**config.mk**
```make
export PLATFORM = sky130hd
export DESIGN_NAME = wake_qualifier
export DESIGN_NICKNAME = d
export VERILOG_FILES = /design/src/rtl/wake_qualifier.sv
export SDC_FILE = /design/constraint.sdc
export NUM_CORES = 1
export LEC_CHECK = 0
export CAP_MARGIN = 20
export CORE_ASPECT_RATIO = 0.5
export CORE_UTILIZATION = 45
export CTS_BUF_LIST = sky130_fd_sc_hd__clkbuf_8 sky130_fd_sc_hd__clkbuf_16
export DETAILED_ROUTE_END_ITERATION = 10
export DONT_BUFFER_PORTS = 1
export GPL_TIMING_DRIVEN = 0
export PLACE_DENSITY_LB_ADDON = 0.08
export REMOVE_ABC_BUFFERS = 1
export SLEW_MARGIN = 20
export SYNTH_ARGS = -nofsm -noshare
export SYNTH_HDL_FRONTEND = slang
export SYNTH_SLANG_ARGS = --single-unit
export TNS_END_PERCENT = 1
```
**constraint.sdc**
```tcl
create_clock -name clk -period 2.6 [get_ports clk]
set_input_delay 0.39 -clock clk [delete_from_list [all_inputs] [get_ports clk]]
set_output_delay 0.39 -clock clk [all_outputs]
set_load 0.02 [all_outputs]
```
**src/rtl/wake_qualifier.sv**
```systemverilog
module wake_qualifier #(
  parameter int GP_W   = 16,
  parameter int CORE_N = 8
) (
  input  logic            clk,
  input  logic            rst_n,
  input  logic [GP_W-1:0] gp_in,
  input  logic            stor_wake,
  input  logic            pcie_wake_n,
  input  logic            pme_msg,
  input  logic            pwr_btn_n,
  input  logic [2:0]      sleep_state,
  input  logic            reg_wr,
  input  logic [1:0]      reg_addr,
  input  logic [15:0]     reg_wdata,
  output logic [15:0]     reg_rdata,
  output logic            wake
);
  localparam int ASYNC_W = GP_W + 3;
  localparam logic [1:0] A_GSTS = 2'd0, A_GEN = 2'd1, A_MSTS = 2'd2, A_MEN = 2'd3;

  // synchronizers: {pwr_btn (inverted), wake pin (inverted), storage, gp}
  logic [ASYNC_W-1:0] raw, s1, s2, s3;
  assign raw = {~pwr_btn_n, ~pcie_wake_n, stor_wake, gp_in};

  always_ff @(posedge clk or negedge rst_n) begin
    if (!rst_n) begin
      s1 <= '0; s2 <= '0; s3 <= '0;
    end else begin
      s1 <= raw; s2 <= s1; s3 <= s2;
    end
  end

  logic [ASYNC_W-1:0] rise;
  assign rise = s2 & ~s3;

  logic [GP_W-1:0] gp_rise;
  logic            stor_rise, btn_press, pin_active;
  assign gp_rise    = rise[GP_W-1:0];
  assign stor_rise  = rise[GP_W];
  assign pin_active = s2[GP_W+1];
  assign btn_press  = rise[GP_W+2];

  logic            in_sleep, deep, is_s1, prev_deep, carry;
  assign is_s1    = sleep_state == 3'd1;
  assign deep     = sleep_state >= 3'd3 && sleep_state <= 3'd5;
  assign in_sleep = is_s1 || deep;

  logic [GP_W-1:0] gp_sts, gp_en;
  logic [2:0]      m_sts, m_en;
  logic            wr_gsts, wr_gen, wr_msts, wr_men;
  assign wr_gsts = reg_wr && reg_addr == A_GSTS;
  assign wr_gen  = reg_wr && reg_addr == A_GEN;
  assign wr_msts = reg_wr && reg_addr == A_MSTS;
  assign wr_men  = reg_wr && reg_addr == A_MEN;

  logic [GP_W-1:0] gp_clr;
  logic [2:0]      m_clr, m_set, m_sts_nx;
  assign gp_clr   = wr_gsts ? reg_wdata[GP_W-1:0] : '0;
  assign m_clr    = wr_msts ? reg_wdata[2:0] : 3'b000;
  assign m_set    = {btn_press, pme_msg, stor_rise};
  assign m_sts_nx = (m_sts & ~m_clr) | m_set;

  always_ff @(posedge clk or negedge rst_n) begin
    if (!rst_n) begin
      gp_sts <= '0; gp_en <= '0; m_sts <= '0; m_en <= '0;
    end else begin
      gp_sts <= (gp_sts & ~gp_clr) | gp_rise;
      m_sts  <= m_sts_nx;
      if (wr_gen) gp_en <= reg_wdata[GP_W-1:0];
      if (wr_men) m_en  <= reg_wdata[2:0];
    end
  end

  // storage status carried into a deep state
  always_ff @(posedge clk or negedge rst_n) begin
    if (!rst_n) begin
      prev_deep <= 1'b0; carry <= 1'b0;
    end else begin
      prev_deep <= deep;
      if (!deep)          carry <= 1'b0;
      else if (!prev_deep) carry <= m_sts[0] && m_sts_nx[0];
      else                 carry <= carry && m_sts_nx[0];
    end
  end

  logic [GP_W-1:0] gp_allow;
  genvar i;
  generate
    for (i = 0; i < GP_W; i++) begin : g_allow
      if (i < CORE_N) begin : g_core
        assign gp_allow[i] = is_s1;
      end else begin : g_stby
        assign gp_allow[i] = in_sleep;
      end
    end
  endgenerate

  logic stor_ok, cond, cond_q;
  assign stor_ok = is_s1 || (deep && carry);
  assign cond = |(gp_sts & gp_en & gp_allow)
              || (m_sts[0] && m_en[0] && stor_ok)
              || (m_sts[1] && m_en[1] && in_sleep)
              || (m_sts[2] && in_sleep)
              || (pin_active && m_en[2] && in_sleep);

  always_ff @(posedge clk or negedge rst_n) begin
    if (!rst_n) begin
      cond_q <= 1'b0; wake <= 1'b0;
    end else begin
      cond_q <= cond;
      wake   <= cond && !cond_q;
    end
  end

  always_comb begin
    reg_rdata = '0;
    case (reg_addr)
      A_GSTS:  reg_rdata[GP_W-1:0] = gp_sts;
      A_GEN:   reg_rdata[GP_W-1:0] = gp_en;
      A_MSTS:  reg_rdata[2:0]      = m_sts;
      default: reg_rdata[2:0]      = m_en;
    endcase
  end

  AST_WAKE_ONLY_ASLEEP: assert property (@(posedge clk) disable iff (!rst_n)
    wake |-> $past(in_sleep));
  AST_WAKE_SINGLE: assert property (@(posedge clk) disable iff (!rst_n)
    wake |=> !wake);
  AST_GSTS_STICKY: assert property (@(posedge clk) disable iff (!rst_n)
    !wr_gsts |=> ((gp_sts & $past(gp_sts)) == $past(gp_sts)));
  AST_PME_SETS: assert property (@(posedge clk) disable iff (!rst_n)
    pme_msg |=> m_sts[1]);
  AST_BTN_NO_ENABLE: assert property (@(posedge clk) disable iff (!rst_n)
    (m_sts[2] && in_sleep && !cond_q) |=> wake);
endmodule

```
==> impl_metrics.tcl, run 1 <==
set metrics [dict create \
    layout_setup_ws_ps 923 \
    crit_path_top_delay_cell "mux4_2" \
    cp-start-kind "register" \
    viasPerCell 5.08 \
    path_cells "mux4_2" \
    cts_buffers 9 \
    grt.total_usage_pct 17.2 \
    final.period_utilization_pct 64.5 \
    core-area_sq_mm 0.00743 \
    grt_max_degree 99 \
    clock_path_buffers 2 \
    fmax_mhz 596 \
    slowest_delay_ps 550 \
    setup_tns_ps 0 \
    layout.area.seq_sq_mm 0.00245 \
    syn_inst 259 \
    whs_ps -249 \
    p_seq_share_pct 51.6 \
    placementRows 22 \
    pin_count 61 \
    r2r_start "gp_sts[5]$_DFF_PN0_" \
    place_ws_ps 1020 \
    synth-seq-cells 98 \
    fin_total_pwr_uw 3370 \
    layout_common_cells "98 x dfrtp_1, 41 x nand2_1, 20 x inv_1, 20 x mux2_2, 15 x nor2_1" \
    overflow 0 \
    relSlewSlack_pct 40.7 \
    insertion_delay_ps 330 \
    syn_area_sq_mm 0.00350 \
    layout_commonest_cell "dfrtp_1" \
    first_iter_violations 57 \
    synthToLayoutAreaGrowth_pct 11.2 \
    critPathMaxFanout 4 \
    p_sw_uw 732 \
    finalHoldViolCount 98 \
    drtAntennaViolNets 0 \
    drive_gt1_share_pct 16.0 \
    rr_endpoint "wake$_DFF_PN0_" \
    grt_pass1_wl_um 10000 \
    combPwrFrac_pct 7.4 \
    synth_top_area_share_pct 70.1 \
    gp_congestion 0.715 \
    leakage_uw 0.00180 \
    setup_viol 0 \
    die_area_sq_mm 0.00815 \
    wl_um 6040 \
    synth-seq-area-share_pct 70.1 \
    r2r_slack_ps 1160 \
    endpoint_kind "primary output" \
    outcome "finished, violations left" \
    vdd_drop_max_mv 0.412 \
    worstRegToRegCells 4 \
    root_buffer "clkbuf_16" \
    violations "hold timing" \
    internal_power_uw 2640 \
    nets 308 \
    clkPwrFrac_pct 41.1 \
    cts_sinks 98 \
    n_antenna_cell 0 \
    post_dp_cell_area_sq_mm 0.00357 \
    powerDensity_mw_per_mm2 866 \
    hold_path_class "in -> async" \
    rsz0062_at_grt "no" \
    worst-path-buf-inv 0 \
    hpwl_um 3990 \
    initial_core_util_pct 47.1 \
    finalClockSkew_ps 2.91 \
    p_sw_share_pct 21.7 \
    die_x_um 127 \
    worst_pin_slew_ps 889 \
    cts_tree "yes" \
    crit_type "reg -> out" \
    ys_top_cells_by_area "dfrtp_1 70%, mux2_2 6.4%, nand2_1 4.4%" \
    io_buffers 0 \
    yosys_warnings 0 \
    critPathArrivalTime_ps 1290 \
    fin_crit_ps 1680 \
    drt_first_pass_iters 4 \
    finalInstanceArea_sq_mm 0.00389 \
    synth.largest_area_cell "dfrtp_1" \
    worstPathRequired_ps 2210 \
    multiInputGateArea_sq_um 926 \
    first_global_vias 1920 \
    clkTransAtPathRegs_ps 60 \
    maxCapViolations 0 \
    drc 0 \
    avgSynthCellArea_sq_um 13.5 \
    htreeDepth 3 \
    wl_per_cell_um 16.6 \
    nFillCells 641 \
    synth_cell_types 29 \
    cp_top_family "multiplexers" \
    drv_slew 0 \
    critPathLaunch "m_sts[0]$_DFF_PN0_" \
    die_h_um 64.4 \
    vias 1848 \
    antenna_found_initial 0 \
]
==> worst max path at each step <==
stage	slack, ps	endpoint	cells past startpoint
finish	920	reg_rdata[0]	1
global placement	1050	gp_sts[0]$_DFF_PN0_	4
CTS	900	reg_rdata[1]	1
detailed placement	1020	gp_sts[15]$_DFF_PN0_	4
floorplan	1270	reg_rdata[0]	1
global route	880	reg_rdata[0]	1
==> power groups by stage <==
stage          Combinational [uW]  Sequential [uW]  Clock, uW
2_1_floorplan                 216             1740          0
5_1_grt                       277             1750       1500
6_report                      248             1740       1380
3_3_place_gp                  247             1760          0
3_5_place_dp                  253             1770          0
4_1_cts                       254             1740       1430
==> state kept, by name (all words and copies together) (netlist names) <==
signal and count:
s3 18, carry 1, m_en 3, m_sts 3, s1 19, cond_q 1, gp_sts 16, prev_deep 1
s2 19, wake 1, gp_en 16
==> stage by stage <==
stage / util, % / std cells
final: 52.4 / 364
after global routing: 52.4 / 364
after CTS: 52.4 / 364
after detailed placement: 48.1 / 349
after global placement: 48.1 / 349
after floorplan: - / 253
==> logic make-up after synthesis <==
logic type | Yosys count | synth area share, %
AOI/OAI and AO/OA | 35 | 6.29
muxes | 36 | 12.1
and+or+nand+nor | 64 | 8.08
buffers and inverters | 26 | 3.47
DFF | 98 | 70.1
==> routing by layer <==
metal	GRT usage, %	part of all wire (%)
met4	5.80	0.99
met5	0	0
met2	26.0	44
met1	21.0	45
met3	9.55	9.2
==> cell usage after synthesis <==
master and number:
o21ba_2 1, a41oi_1 1, o41ai_1 1, nand3b_2 1
nor3b_4 1, nor3_2 1, mux2i_1 13, buf_6 2
clkbuf_1 1, inv_1 20, o21ai_0 9, a22oi_1 7
nand4_1 1, mux4_2 3, dfrtp_1 98, buf_4 2
o21ai_1 10, a21oi_1 2, nand2_1 41, nor2_1 15
a21o_1 1, and3b_1 1, buf_2 1, nand3_1 1
a222oi_1 1, o21ai_2 1, mux2_2 20, o32ai_1 1
nand2b_1 2
==> cell type report <==
cell class                 count  share of cell area (%)
clock buffer                  10                    6.14
clock inverter                 5                    2.03
inverter                      20                    1.93
multi-input combinational    135                    23.8
sequential                    98                    63.0
tap                           96                    3.09
==> repair_timing <==
| action | in CTS | in global routing |
|---|---|---|
| buffers inserted | 0 | 0 |
| endpoints found under the hold margin | 98 | 98 |
| resized for setup | 0 | 0 |
Note: power is estimated with default switching activity, not from simulation.
==> run 2: changes to the inputs <==
clock period = 1.5 ns   (was 2.6 ns; I/O delays follow)
==> run 2 against run 1 <==
Clock skew grew 2.5 ps. Cell area grew 7.1%. Clock-buffer cell count is the same. Critical path depth is the same. Sequential share of layout area shrank 4.2 points. Sequential power grew 72%. Routed wire length grew 3.8%. Via count grew 6.4%. Highest routed layer unchanged. Register-to-register slack lost 1100 ps. The run still ends with hold timing left. Worst hold slack lost 170 ps.
==> impl_metrics.tcl, run 2 (same netlist as run 1, synthesis figures left out) <==
set metrics [dict create \
    htreeDepth 3 \
    worst_pin_slew_ps 877 \
    viasPerCell 4.99 \
    n_antenna_cell 0 \
    cts_buffers 9 \
    fmax_mhz 668 \
    nFillCells 617 \
    leakage_uw 0.00193 \
    path_cells "mux4_2" \
    outcome "finished, violations left" \
    gp_congestion 0.715 \
    critPathMaxFanout 3 \
    cts_tree "yes" \
    drt_first_pass_iters 4 \
    critPathArrivalTime_ps 1270 \
    die_x_um 127 \
    drv_slew 0 \
    wl_per_cell_um 15.9 \
    die_h_um 64.4 \
    endpoint_kind "primary output" \
    cp_top_family "multiplexers" \
    core-area_sq_mm 0.00743 \
    crit_type "reg -> out" \
    setup_viol 0 \
    io_buffers 0 \
    violations "hold timing" \
    fin_crit_ps 1500 \
    worst-path-buf-inv 0 \
    drtAntennaViolNets 0 \
    layout_common_cells "98 x dfrtp_1, 41 x nand2_1, 21 x dlygate4sd3_1" \
    cp-start-kind "register" \
    first_iter_violations 60 \
    synthToLayoutAreaGrowth_pct 19.1 \
    pin_count 61 \
    powerDensity_mw_per_mm2 1420 \
    grt.total_usage_pct 17.7 \
    die_area_sq_mm 0.00815 \
    layout_setup_ws_ps 3.14 \
    drc 0 \
    antenna_found_initial 0 \
    hpwl_um 3990 \
    root_buffer "clkbuf_16" \
    clock_path_buffers 2 \
    ctsHoldBuffers 21 \
    ctsResizeCount 0 \
    whs_ps -414 \
    maxCapViolations 0 \
    place_ws_ps 58.1 \
    clkTransAtPathRegs_ps 60 \
    setup_tns_ps 0 \
    final_util_pct 56.1 \
    placementRows 22 \
    vias 1966 \
    crit_path_top_delay_cell "mux4_2" \
    worstPathRequired_ps 1270 \
    hold_path_class "in -> async" \
    insertion_delay_ps 330 \
    multiInputGateArea_sq_um 926 \
    slowest_delay_ps 540 \
    grt_max_degree 99 \
    final.period_utilization_pct 99.8 \
    top_regs "s1 x19, s2 x19, s3 x18" \
    finalHoldViolCount 98 \
    relSlewSlack_pct 41.5 \
    finalClockSkew_ps 5.39 \
    first_global_vias 2028 \
    cts_sinks 98 \
    overflow 0 \
    drive_gt1_share_pct 17.4 \
    rsz0062_at_grt "yes" \
    nets 338 \
    layout_commonest_cell "dfrtp_1" \
    grt_pass1_wl_um 10400 \
    initial_core_util_pct 47.1 \
    wl_um 6270 \
    layout.area.seq_sq_mm 0.00245 \
    vdd_drop_max_mv 0.723 \
    fin_total_pwr_uw 5920 \
]
-- run 2: cell types whose count changed in the layout (fill, tap and decap cells not counted) --
cell,delta
buf_4,+9
dlygate4sd3_1,+21
-- run 2: stage by stage --
stage          hold WS (ps)  area (sq um)  instances
6_report               -414          4170        394
5_1_grt                -441          4170        394
4_1_cts                -428          4170        394
3_5_place_dp          -68.4          3570        349
3_3_place_gp          -68.5          3570        349
2_1_floorplan         -70.6          3450        253
-- run 2: repair_timing --
action                                  in CTS  in global routing
buffers inserted                             9                  0
endpoints found under the setup margin       3                  4
hold endpoints to repair                   119                 98
-- run 2: worst reg2reg max path, cell delays in order, from the launching register on --
cell and delay (ps):
dfrtp_1 370, buf_4 120, a22oi_1 80, a41oi_1 250
nor3_2 70, o41ai_1 400
-- run 2: power by group --
group          total [uW]  switching, uW  internal [uW]  leakage, uW
clock                2400            905           1490     0.000158
combinational         523            247            276     0.000658
sequential           3000            131           2870      0.00111
total                5920           1280           4640      0.00193
-- run 2: cell type report --
type	count	share of cell area, %
Tap cell	96	2.88
Clock buffer	10	5.73
Sequential cell	98	58.8
Timing Repair Buffer	30	6.66
Multi-Input combinational cell	135	22.2
Inverter	20	1.80
Clock inverter	5	1.89
-- run 2: worst paths after layout --
path,endpoint,depth (start not counted),from,slack (ps)
max,reg_rdata[1],1,gp_en[1]$_DFFE_PN0P_,3
min,s2[13]$_DFF_PN0_,0,rst_n,-410
max reg2reg,wake$_DFF_PN0_,5,gp_sts[0]$_DFF_PN0_,50
min reg2reg,s2[7]$_DFF_PN0_,0,s1[7]$_DFF_PN0_,350
max in group asynchronous,gp_sts[11]$_DFF_PN0_,0,rst_n,1780
min in group clk,gp_en[5]$_DFFE_PN0P_,1,reg_wdata[5],40
-- run 2: routing by layer --
| metal | vias up | global-route usage [%] | part of all wire [%] |
|---|---|---|---|
| met4 | 0 | 5.80 | 0.96 |
| li1 | 936 | - | - |
| met1 | 982 | 21.6 | 46 |
| met3 | 5 | 9.05 | 8.0 |
| met5 | - | 0 | 0 |
| met2 | 43 | 27.4 | 45 |
==> run 3: changes to the inputs <==
clock period = 1.7 ns   (was 1.5 ns; I/O delays follow)
==> run 3 against run 2 <==
The run still ends with hold timing left. Clock power down 12%. Sequential power down 11%. Worst hold slack better by 30 ps. Critical path type unchanged.
==> impl_metrics.tcl, run 3 (same netlist as run 1, synthesis figures left out) <==
set metrics [dict create \
    fin_crit_ps 1540 \
    ctsResizeCount 0 \
    worst-path-buf-inv 0 \
    root_buffer "clkbuf_16" \
    r2r_slack_ps 260 \
    relSlewSlack_pct 40.9 \
    die_h_um 64.4 \
    nets 327 \
    gp_congestion 0.715 \
    internal_power_uw 4060 \
    vdd_drop_max_mv 0.637 \
    nFillCells 631 \
    postCtsSetupRepairBufs 0 \
    grt_pass1_wl_um 10200 \
    setup_viol 0 \
    clock_path_buffers 2 \
    insertion_delay_ps 330 \
    hpwl_um 3990 \
    wl_per_cell_um 16.1 \
    initial_core_util_pct 47.1 \
    cp-start-kind "register" \
    antenna_found_initial 0 \
    htreeDepth 3 \
    n_antenna_cell 0 \
    final.period_utilization_pct 90.7 \
    combPwrFrac_pct 8.0 \
    overflow 0 \
    worst_pin_slew_ps 886 \
    finalClockSkew_ps 4.97 \
    ctsHoldBuffers 19 \
    grt.total_usage_pct 17.5 \
    critPathArrivalTime_ps 1290 \
    placementRows 22 \
    cts_tree "yes" \
    first_iter_violations 73 \
    core-area_sq_mm 0.00743 \
    top_regs "s1 x19, s2 x19, s3 x18" \
    powerDensity_mw_per_mm2 1270 \
    vias 1925 \
    slowest_delay_ps 550 \
    first_global_vias 1985 \
    critPathMaxFanout 4 \
    cp_top_family "multiplexers" \
    die_x_um 127 \
    violations "hold timing" \
    grt_max_degree 99 \
    clkTransAtPathRegs_ps 60 \
    setup_tns_ps 0 \
    synthToLayoutAreaGrowth_pct 16.6 \
    die_area_sq_mm 0.00815 \
    clkPwrFrac_pct 40.8 \
    rsz0062_at_grt "no" \
    crit_type "reg -> out" \
    drt_first_pass_iters 4 \
    drtAntennaViolNets 0 \
    finalHoldViolCount 98 \
    hold_path_class "in -> async" \
    path_cells "mux4_2" \
    drc 0 \
    worstRegToRegCells 4 \
    drive_gt1_share_pct 15.0 \
    whs_ps -384 \
    crit_path_top_delay_cell "mux4_2" \
    outcome "finished, violations left" \
    final_util_pct 54.9 \
    cts_buffers 9 \
    r2r_start "gp_sts[5]$_DFF_PN0_" \
    maxCapViolations 0 \
    p_sw_uw 1120 \
    endpoint_kind "primary output" \
    fmax_mhz 648 \
    rr_endpoint "wake$_DFF_PN0_" \
    pin_count 61 \
    leakage_uw 0.00188 \
    layout_commonest_cell "dfrtp_1" \
    drv_slew 0 \
    p_sw_share_pct 21.7 \
    io_buffers 0 \
    viasPerCell 5.03 \
    cts_sinks 98 \
    p_seq_share_pct 51.2 \
    wl_um 6170 \
    worstPathRequired_ps 1440 \
    layout_common_cells "98 x dfrtp_1, 41 x nand2_1, 20 x inv_1, 20 x mux2_2, 19 x dlygate4sd3_1" \
]
## run 3: changes by cell type in the layout (fill, tap and decap cells not counted)
cell	change
buf_4	-9
dlygate4sd3_1	-2
## run 3: final cells by class
cell class | count | area (sq um) | area share, %
tap | 96 | 120 | 2.94
clock buffer | 10 | 239 | 5.86
clock inverter | 5 | 78.8 | 1.93
timing repair buffer | 19 | 190 | 4.66
multi-input combinational | 135 | 926 | 22.7
inverter | 20 | 75.1 | 1.84
sequential | 98 | 2450 | 60.1
## run 3: stage by stage
step	instances	hold slack, ps	total power, uW	instance area, sq um	setup WS, ps
floorplan	253	-40.6	2990	3450	452
global placement	349	-38.5	3070	3570	284
detailed placement	349	-38.4	3090	3570	253
CTS	383	-398	5270	4080	139
finish	383	-384	5180	4080	158
global route	383	-411	5430	4080	111
## run 3: power groups by stage
stage / logic, uW / clock network (uW) / registers (uW)
CTS: 423 / 2190 / 2660
global placement: 378 / 0 / 2690
global route: 459 / 2290 / 2680
floorplan: 330 / 0 / 2660
detailed placement: 387 / 0 / 2700
finish: 414 / 2110 / 2660
## run 3: worst max path at each step
stage,slack [ps],to,start,cells past startpoint
2_1_floorplan,450,cond_q$_DFF_PN0_,gp_en[13]$_DFFE_PN0P_,4
3_3_place_gp,280,gp_sts[0]$_DFF_PN0_,reg_addr[0],4
3_5_place_dp,250,gp_sts[15]$_DFF_PN0_,reg_addr[0],4
4_1_cts,140,reg_rdata[1],m_en[1]$_DFFE_PN0P_,1
5_1_grt,110,reg_rdata[0],m_sts[0]$_DFF_PN0_,1
6_report,160,reg_rdata[0],m_sts[0]$_DFF_PN0_,1
## run 3: layer usage
layer / wire [um] / track usage, %
met5: 0 / 0
met3: 540 / 9.38
met1: 2780 / 21.0
met4: 60 / 5.80
met2: 2790 / 27.1
